===== config.mk =====
export PLATFORM = sky130hd
export DESIGN_NAME = shift_rot_unit
export DESIGN_NICKNAME = d
export VERILOG_FILES = /design/src/rtl/srot_pkg.sv /design/src/rtl/srot_cnt_dec.sv /design/src/rtl/srot_rev.sv /design/src/rtl/srot_shifter.sv /design/src/rtl/srot_rotator.sv /design/src/rtl/shift_rot_unit.sv
export SDC_FILE = /design/constraint.sdc
export NUM_CORES = 1
export LEC_CHECK = 0
export ABC_AREA = 1
export BUFFER_PORTS_ARGS = -buffer_cell sky130_fd_sc_hd__buf_2
export CAP_MARGIN = 20
export CORE_MARGIN = 8
export CORE_UTILIZATION = 50
export DETAILED_ROUTE_END_ITERATION = 6
export MAX_ROUTING_LAYER = met4
export PLACE_DENSITY = 0.82
export SLEW_MARGIN = 0
export SYNTH_ARGS = -nofsm -noshare
export SYNTH_HDL_FRONTEND = slang
export SYNTH_SLANG_ARGS = --single-unit
export TNS_END_PERCENT = 30

===== constraint.sdc =====
create_clock -name vclk -period 5
set_input_delay 0.25 -clock vclk [all_inputs]
set_output_delay 0.25 -clock vclk [all_outputs]
set_load 0.02 [all_outputs]

===== src/rtl/srot_pkg.sv =====
package srot_pkg;
  localparam logic [2:0] OP_SHL = 3'd0;
  localparam logic [2:0] OP_SHR = 3'd1;
  localparam logic [2:0] OP_ROL = 3'd2;
  localparam logic [2:0] OP_ROR = 3'd3;

  function automatic logic op_is_shift(input logic [2:0] op);
    return (op == OP_SHL) || (op == OP_SHR);
  endfunction

  function automatic logic op_is_rot(input logic [2:0] op);
    return (op == OP_ROL) || (op == OP_ROR);
  endfunction

  function automatic logic op_base_left(input logic [2:0] op);
    return (op == OP_SHL) || (op == OP_ROL);
  endfunction
endpackage


===== src/rtl/srot_cnt_dec.sv =====
module srot_cnt_dec #(
  parameter int WIDTH = 16,
  parameter int CNT_W = $clog2(WIDTH) + 2
) (
  input  logic [CNT_W-1:0]         cnt_i,
  input  logic                     base_left_i,
  output logic                     dir_left_o,
  output logic                     over_o,
  output logic [$clog2(WIDTH)-1:0] sh_amt_o,
  output logic [$clog2(WIDTH)-1:0] rot_amt_o
);
  localparam int AW = $clog2(WIDTH);
  localparam logic [CNT_W-1:0] W_C = CNT_W'(WIDTH);

  logic             neg;
  logic [CNT_W-1:0] mag;
  logic [CNT_W-1:0] rem_c;
  logic [AW-1:0]    rem_a;

  assign neg   = cnt_i[CNT_W-1];
  // magnitude of the most negative count still fits unsigned
  assign mag   = neg ? (~cnt_i + 1'b1) : cnt_i;
  assign over_o     = (mag >= W_C);
  assign dir_left_o = base_left_i ^ neg;
  assign sh_amt_o   = mag[AW-1:0];

  assign rem_c = mag % W_C;
  assign rem_a = rem_c[AW-1:0];

  // right rotate by r is left rotate by WIDTH-r
  always_comb begin
    if (dir_left_o || (rem_a == '0)) rot_amt_o = rem_a;
    else                              rot_amt_o = AW'(W_C - rem_c);
  end

  always_comb begin
    if (!over_o) assert (mag < W_C && {{(CNT_W-AW){1'b0}}, sh_amt_o} == mag) else $error("AST_SHAMT_RANGE");
  end
endmodule


===== src/rtl/srot_rev.sv =====
module srot_rev #(
  parameter int WIDTH = 16
) (
  input  logic [WIDTH-1:0] d_i,
  output logic [WIDTH-1:0] q_o
);
  for (genvar i = 0; i < WIDTH; i++) begin : g_bit
    assign q_o[i] = d_i[WIDTH-1-i];
  end
endmodule


===== src/rtl/srot_shifter.sv =====
module srot_shifter #(
  parameter int WIDTH = 16
) (
  input  logic [WIDTH-1:0]         d_i,
  input  logic [$clog2(WIDTH)-1:0] amt_i,
  input  logic                     fill_i,
  output logic [WIDTH-1:0]         q_o
);
  localparam int AW = $clog2(WIDTH);

  logic [WIDTH-1:0] stage [AW+1];
  assign stage[0] = d_i;

  for (genvar k = 0; k < AW; k++) begin : g_stage
    localparam int S = 1 << k;
    logic [WIDTH-1:0] moved;
    assign moved = {stage[k][WIDTH-1-S:0], {S{fill_i}}};
    assign stage[k+1] = amt_i[k] ? moved : stage[k];
  end

  assign q_o = stage[AW];
endmodule


===== src/rtl/srot_rotator.sv =====
module srot_rotator #(
  parameter int WIDTH = 16
) (
  input  logic [WIDTH-1:0]         d_i,
  input  logic [$clog2(WIDTH)-1:0] amt_i,
  output logic [WIDTH-1:0]         q_o
);
  localparam int AW = $clog2(WIDTH);

  logic [WIDTH-1:0] stage [AW+1];
  assign stage[0] = d_i;

  for (genvar k = 0; k < AW; k++) begin : g_stage
    localparam int S = 1 << k;
    logic [WIDTH-1:0] moved;
    assign moved = {stage[k][WIDTH-1-S:0], stage[k][WIDTH-1:WIDTH-S]};
    assign stage[k+1] = amt_i[k] ? moved : stage[k];
  end

  // non power-of-two widths: amounts reach WIDTH-1 < 2**AW, stages compose
  assign q_o = stage[AW];

  always_comb begin
    assert ($countones(q_o) == $countones(d_i)) else $error("AST_ROT_ONES");
  end
endmodule


===== src/rtl/shift_rot_unit.sv =====
module shift_rot_unit
  import srot_pkg::*;
#(
  parameter int WIDTH = 16,
  parameter int CNT_W = $clog2(WIDTH) + 2
) (
  input  logic [WIDTH-1:0] data_i,
  input  logic [2:0]       op_i,
  input  logic             sgn_i,
  input  logic [CNT_W-1:0] cnt_i,
  output logic [WIDTH-1:0] res_o
);
  localparam int AW = $clog2(WIDTH);
  localparam logic [CNT_W-1:0] W_C = CNT_W'(WIDTH);

  logic             dir_left, over, fill;
  logic [AW-1:0]    sh_amt, rot_amt;
  logic [WIDTH-1:0] data_rev, sh_in, sh_out, sh_out_rev, sh_res, rot_res;

  srot_cnt_dec #(.WIDTH(WIDTH), .CNT_W(CNT_W)) i_dec (
    .cnt_i       (cnt_i),
    .base_left_i (op_base_left(op_i)),
    .dir_left_o  (dir_left),
    .over_o      (over),
    .sh_amt_o    (sh_amt),
    .rot_amt_o   (rot_amt)
  );

  // right shifts reuse the left shifter between two bit reversals
  srot_rev #(.WIDTH(WIDTH)) i_rev_in (.d_i(data_i), .q_o(data_rev));
  assign sh_in = dir_left ? data_i : data_rev;
  assign fill  = sgn_i & data_i[WIDTH-1] & ~dir_left;

  srot_shifter #(.WIDTH(WIDTH)) i_shl (
    .d_i    (sh_in),
    .amt_i  (sh_amt),
    .fill_i (fill),
    .q_o    (sh_out)
  );

  srot_rev #(.WIDTH(WIDTH)) i_rev_out (.d_i(sh_out), .q_o(sh_out_rev));
  assign sh_res = over ? {WIDTH{fill}} : (dir_left ? sh_out : sh_out_rev);

  srot_rotator #(.WIDTH(WIDTH)) i_rot (
    .d_i   (data_i),
    .amt_i (rot_amt),
    .q_o   (rot_res)
  );

  always_comb begin
    if (op_is_shift(op_i))    res_o = sh_res;
    else if (op_is_rot(op_i)) res_o = rot_res;
    else                      res_o = data_i;
  end

  always_comb begin
    if (cnt_i == '0)
      assert (res_o == data_i) else $error("AST_ZERO_CNT");
    if (op_is_rot(op_i) && (cnt_i == W_C || cnt_i == -W_C))
      assert (res_o == data_i) else $error("AST_ROT_FULL");
    if (op_is_shift(op_i) && (cnt_i == W_C || cnt_i == -W_C))
      assert (res_o == '0 || res_o == '1) else $error("AST_OVER_UNIFORM");
    if (op_i == OP_SHL && !cnt_i[CNT_W-1] && cnt_i != '0 && cnt_i < W_C)
      assert (res_o[0] == 1'b0) else $error("AST_SHL_LSB");
    if (op_i == OP_SHR && !sgn_i && !cnt_i[CNT_W-1] && cnt_i != '0)
      assert (res_o[WIDTH-1] == 1'b0) else $error("AST_SHR_MSB");
  end
endmodule


## After elaboration in Yosys (flattened, before gate mapping)

Cells that the tools add are included.

- Register bits: 0
- Bits in latches: 0
- RAM bits: 0
- Memory bits (read-only): 0
- Output and inout port bits: 16
- Logic and storage cells: 32
- Memories: 0

- Add/sub/neg operators: 2
- Multipliers: 0
- Divide/modulo/power cells: 0
- $lt $le $gt $ge: 1
- Eq/ne operators: 3
- Shift-type cells: 0
- Mux-type cells: 15
- Bitwise logic cells: 5
- Reductions and logical operators: 6

Operators by type and width:

| kind | number |
|---|---|
| $mux W16 | 13 |
| $add A6 B1 Y6 const B | 1 |
| $eq A3 B2 Y1 const B | 2 |
| $ge A6 B5 Y1 const B | 1 |
| $mux W6 | 1 |
| $not A6 Y6 | 1 |
| $logic_not A4 Y1 | 1 |
| $logic_or A1 B1 Y1 | 4 |
| $mux W4 | 1 |
| $sub A1 B4 Y4 const A | 1 |
| $eq A3 B1 Y1 const B | 1 |
| $logic_not A3 Y1 | 1 |
| $and A1 B1 Y1 | 2 |
| $not A1 Y1 | 1 |
| $xor A1 B1 Y1 | 1 |

## Longest topological paths before layout

- Word-level depth: 12
- Depth in mapped cells: 21

## Modules after synthesis

Synthesis repeated with hierarchy kept, for this count alone.

- Cells, all modules: 694
- Area, all modules: 3,413.3 µm²

Modules (own cells, without submodules):

| module | instances | cells each | area an instance (µm²) | sequential area each (µm²) |
|---|---|---|---|---|
| shift_rot_unit | 1 | 261 | 1,056.0 | 0.0 |
| srot_rotator | 1 | 176 | 983.4 | 0.0 |
| srot_shifter | 1 | 172 | 832.0 | 0.0 |
| srot_cnt_dec | 1 | 53 | 301.5 | 0.0 |
| srot_rev | 2 | 16 | 120.1 | 0.0 |

## Worst setup path before layout

No wires, ideal clock.

- Path kind: input-to-output
- Start point: in cnt_i[0]
- End point: out res_o[11]
- Arrival: 2.479 ns
- Data required time: 4.750 ns
- Setup slack: 2.271 ns
- Cell stages on the path: 17
- Path through: buf_2 -> inv_1 -> buf_2 -> buf_2 -> ha_1 -> inv_1 -> nand3_4 -> nand2_8 -> inv_4 -> o211ai_4 -> xor2_4 -> buf_4 -> nand3_1 -> nand3_1 -> nand2_1 -> inv_1 -> nand2_1

- Longest elaborated chain between the ends: 12
- Elaborated cells on any way between the ends: 20
- Those cells by class: 2 x add/sub; 1 x order compare; 14 x mux; 1 x bitwise; 2 x reduce/logical

Ends and longest elaborated chain:

| what | RTL line | text |
|---|---|---|
| start, declared | shift_rot_unit.sv:10 | `input logic [CNT_W-1:0] cnt_i,` |
| $not A6 Y6 | srot_cnt_dec.sv:22 | `assign mag = neg ? (~cnt_i + 1'b1) : cnt_i;` |
| $add A6 B1 Y6 | srot_cnt_dec.sv:22 |  |
| $mux W6 (*) | srot_cnt_dec.sv:22 |  |
| parallel branches: the longest is 8 deep, another holds $sub A1 B4 Y4 | n/a |  |
| $mux W16 (*) | shift_rot_unit.sv:51 | `if (op_is_shift(op_i)) res_o = sh_res;` |
| end, declared | shift_rot_unit.sv:11 | `output logic [WIDTH-1:0] res_o` |

Every way passes the cells marked *.

## Final worst setup path

- Start point: in cnt_i[5]
- End point: out res_o[1]

- Longest elaborated chain between the ends: 10
- Elaborated cells on any way between the ends: 24
- Those cells by class: 2 x add/sub; 1 x order compare; 15 x mux; 4 x bitwise; 2 x reduce/logical

Ends and longest elaborated chain:

| what | RTL line |
|---|---|
| parallel branches: the longest is 9 deep, another holds $add A6 B1 Y6 | n/a |
| $mux W16 (*) | shift_rot_unit.sv:51 |

Marks and branches as above.

==> impl_metrics.ini <==
[clock_network]
cts_hold_buffers = 0
postCtsResizedCells = 0
cts_setup_buffers = 0

[critical_path]
cp_max_fo = 20
cp-start-kind = input port
critPathCaptureType = primary output
critPathArrivalTime_ps = 3090
worstPathRequired_ps = 4750
setup.worst_path.class = input port to primary output

[timing]
relSlewSlack_pct = 28.5
tightest_slew_ps = 1070
setup_viol = 0
final.setup.tns_ps = 0
rsz0062_at_grt = false
layout_min_cycle_time_ps = 3340
maxSlewViolCount = 0
finalCritPeriodShare_pct = 66.7
fmax_mhz = 300
final_hold_viol_count = 0

[synthesis]
netlist_area_um2 = 2680
post-synth-top-count-cell = nand3_1
synth_commonest_cells = 228 x nand3_1, 204 x nand2_1, 37 x inv_1, 15 x o21ai_0, 13 x clkbuf_1
yosysTopAreaCellShare_pct = 42.7
netlist_top_cells_area = nand3_1 43%, nand2_1 29%, inv_1 5.2%, xor2_4 3.1%, o21ai_0 2.8%
syn_inst = 563
synth-seq-area-share_pct = 0
synth_fp_nets = 590
yosysTopAreaCell = nand3_1
synth.distinct_cells = 29
ys_warn_count = 0
syn_area_per_cell_um2 = 4.75

[floorplan]
core_um2 = 5140
placementRows = 26
start_util_pct = 52.0
die-height_um = 89.1
io_pins = 42
die_width_um = 89.1
dieArea_um2 = 7950

[final_layout]
nets = 601
final_cell_area_um2 = 2810
nFillCells = 591
areaGrowthSynthToFinish_pct = 4.86
design.seq.count = 0
final_util_pct = 54.6
regArea_um2 = 0
nClkBuffers = 0
diodes = 0
drive_gt1_share_pct = 11.9

[power]
p_total_mw = 0.489
power_per_cell_area_nw_per_um2 = 174
leakage_nw = 1.56
ir_drop_v = 0.0000827

[drt]
drc_errors = 0
post_drt_wl_per_cell_um = 16.1
wl_um = 10400
viasPerCell = 6.12
drt_first_pass_iters = 7
antenna_left = 0
vias = 3926
drtIter0Drc = 388

[global_routing]
grt_pass1_wl_um = 16800
grt_pass1_vias = 3639
overflow = 0
antenna_found_initial = 0
grt_usage_pct = 27.3
grt_max_degree = 45

[run]
maxCapViolations = 0

[hold_path]
hp-class = input port to primary output

[place]
postPlaceCellArea_um2 = 2810
globalplace.congestion = 0.997
hpwl_um = 8090
io_buffers = 42

[status]
outcome = finished clean
## routing by layer
layer,vias up,GRT usage (%),wire [um]
met5,-,-,0
met4,0,13.7,499
met3,40,2.21,1050
met2,230,42.6,4590
met1,1758,34.5,4230
li1,1898,-,-
## metrics by stage
step           hold slack [ps]  cells  worst slack (ps)
2_1_floorplan              753    563              2270
3_3_place_gp              1000    642              1790
3_5_place_dp              1000    642              1730
4_1_cts                   1000    642              1730
5_1_grt                   1030    642              1370
6_report                  1000    642              1660
## worst paths after layout
| kind | end | cells after the start | slack [ps] | start |
|---|---|---|---|---|
| setup / recovery | res_o[1] | 15 | 1660 | cnt_i[5] |
| hold / removal | res_o[14] | 6 | 1000 | data_i[14] |
## report_power, final
group	switching (mW)	internal (mW)	total, mW
registers	0	0	0
clock network	0	0	0
logic	0.338	0.151	0.489
total	0.338	0.151	0.489
## area by class of cell
cell class	count	area (um^2)	area share [%]
repair buffers	44	225	8.03
inverters	44	171	6.11
well taps	70	87.6	3.12
multi-input cells	484	2320	82.7
## placed cells by master, fill, tap and decap left out, drive strengths merged, types with 2 or more instances in the layout
| cell | n |
|---|---|
| nor2 | 9 |
| inv | 43 |
| nand3 | 230 |
| nand2 | 211 |
| buf | 44 |
| nand3b | 2 |
| o21ai | 19 |
| xor2 | 3 |
| a21oi | 5 |
## cell families after synthesis
| kind of cell | Yosys count | synth area share [%] |
|---|---|---|
| AOI/OAI and AO/OA | 26 | 6.27 |
| xor gates and xnor gates | 3 | 3.09 |
| adders and majority gates | 1 | 0.468 |
| buffers and inverters | 79 | 13.2 |
| muxes | 1 | 0.374 |
| and+or+nand+nor | 453 | 76.6 |
## worst max-delay path, stage by stage
cell and delay, ps:
buf_2 180, o21ai_2 710, clkinv_2 430, nand2_2 200
nand2_1 80, nand3b_1 170, nand2_2 260, nand2_1 130
nand3_1 110, nand3_1 90, nand3_1 110, nand2_1 100
inv_1 60, nand2_1 50, buf_2 160
(Power assumes the default switching activity.)
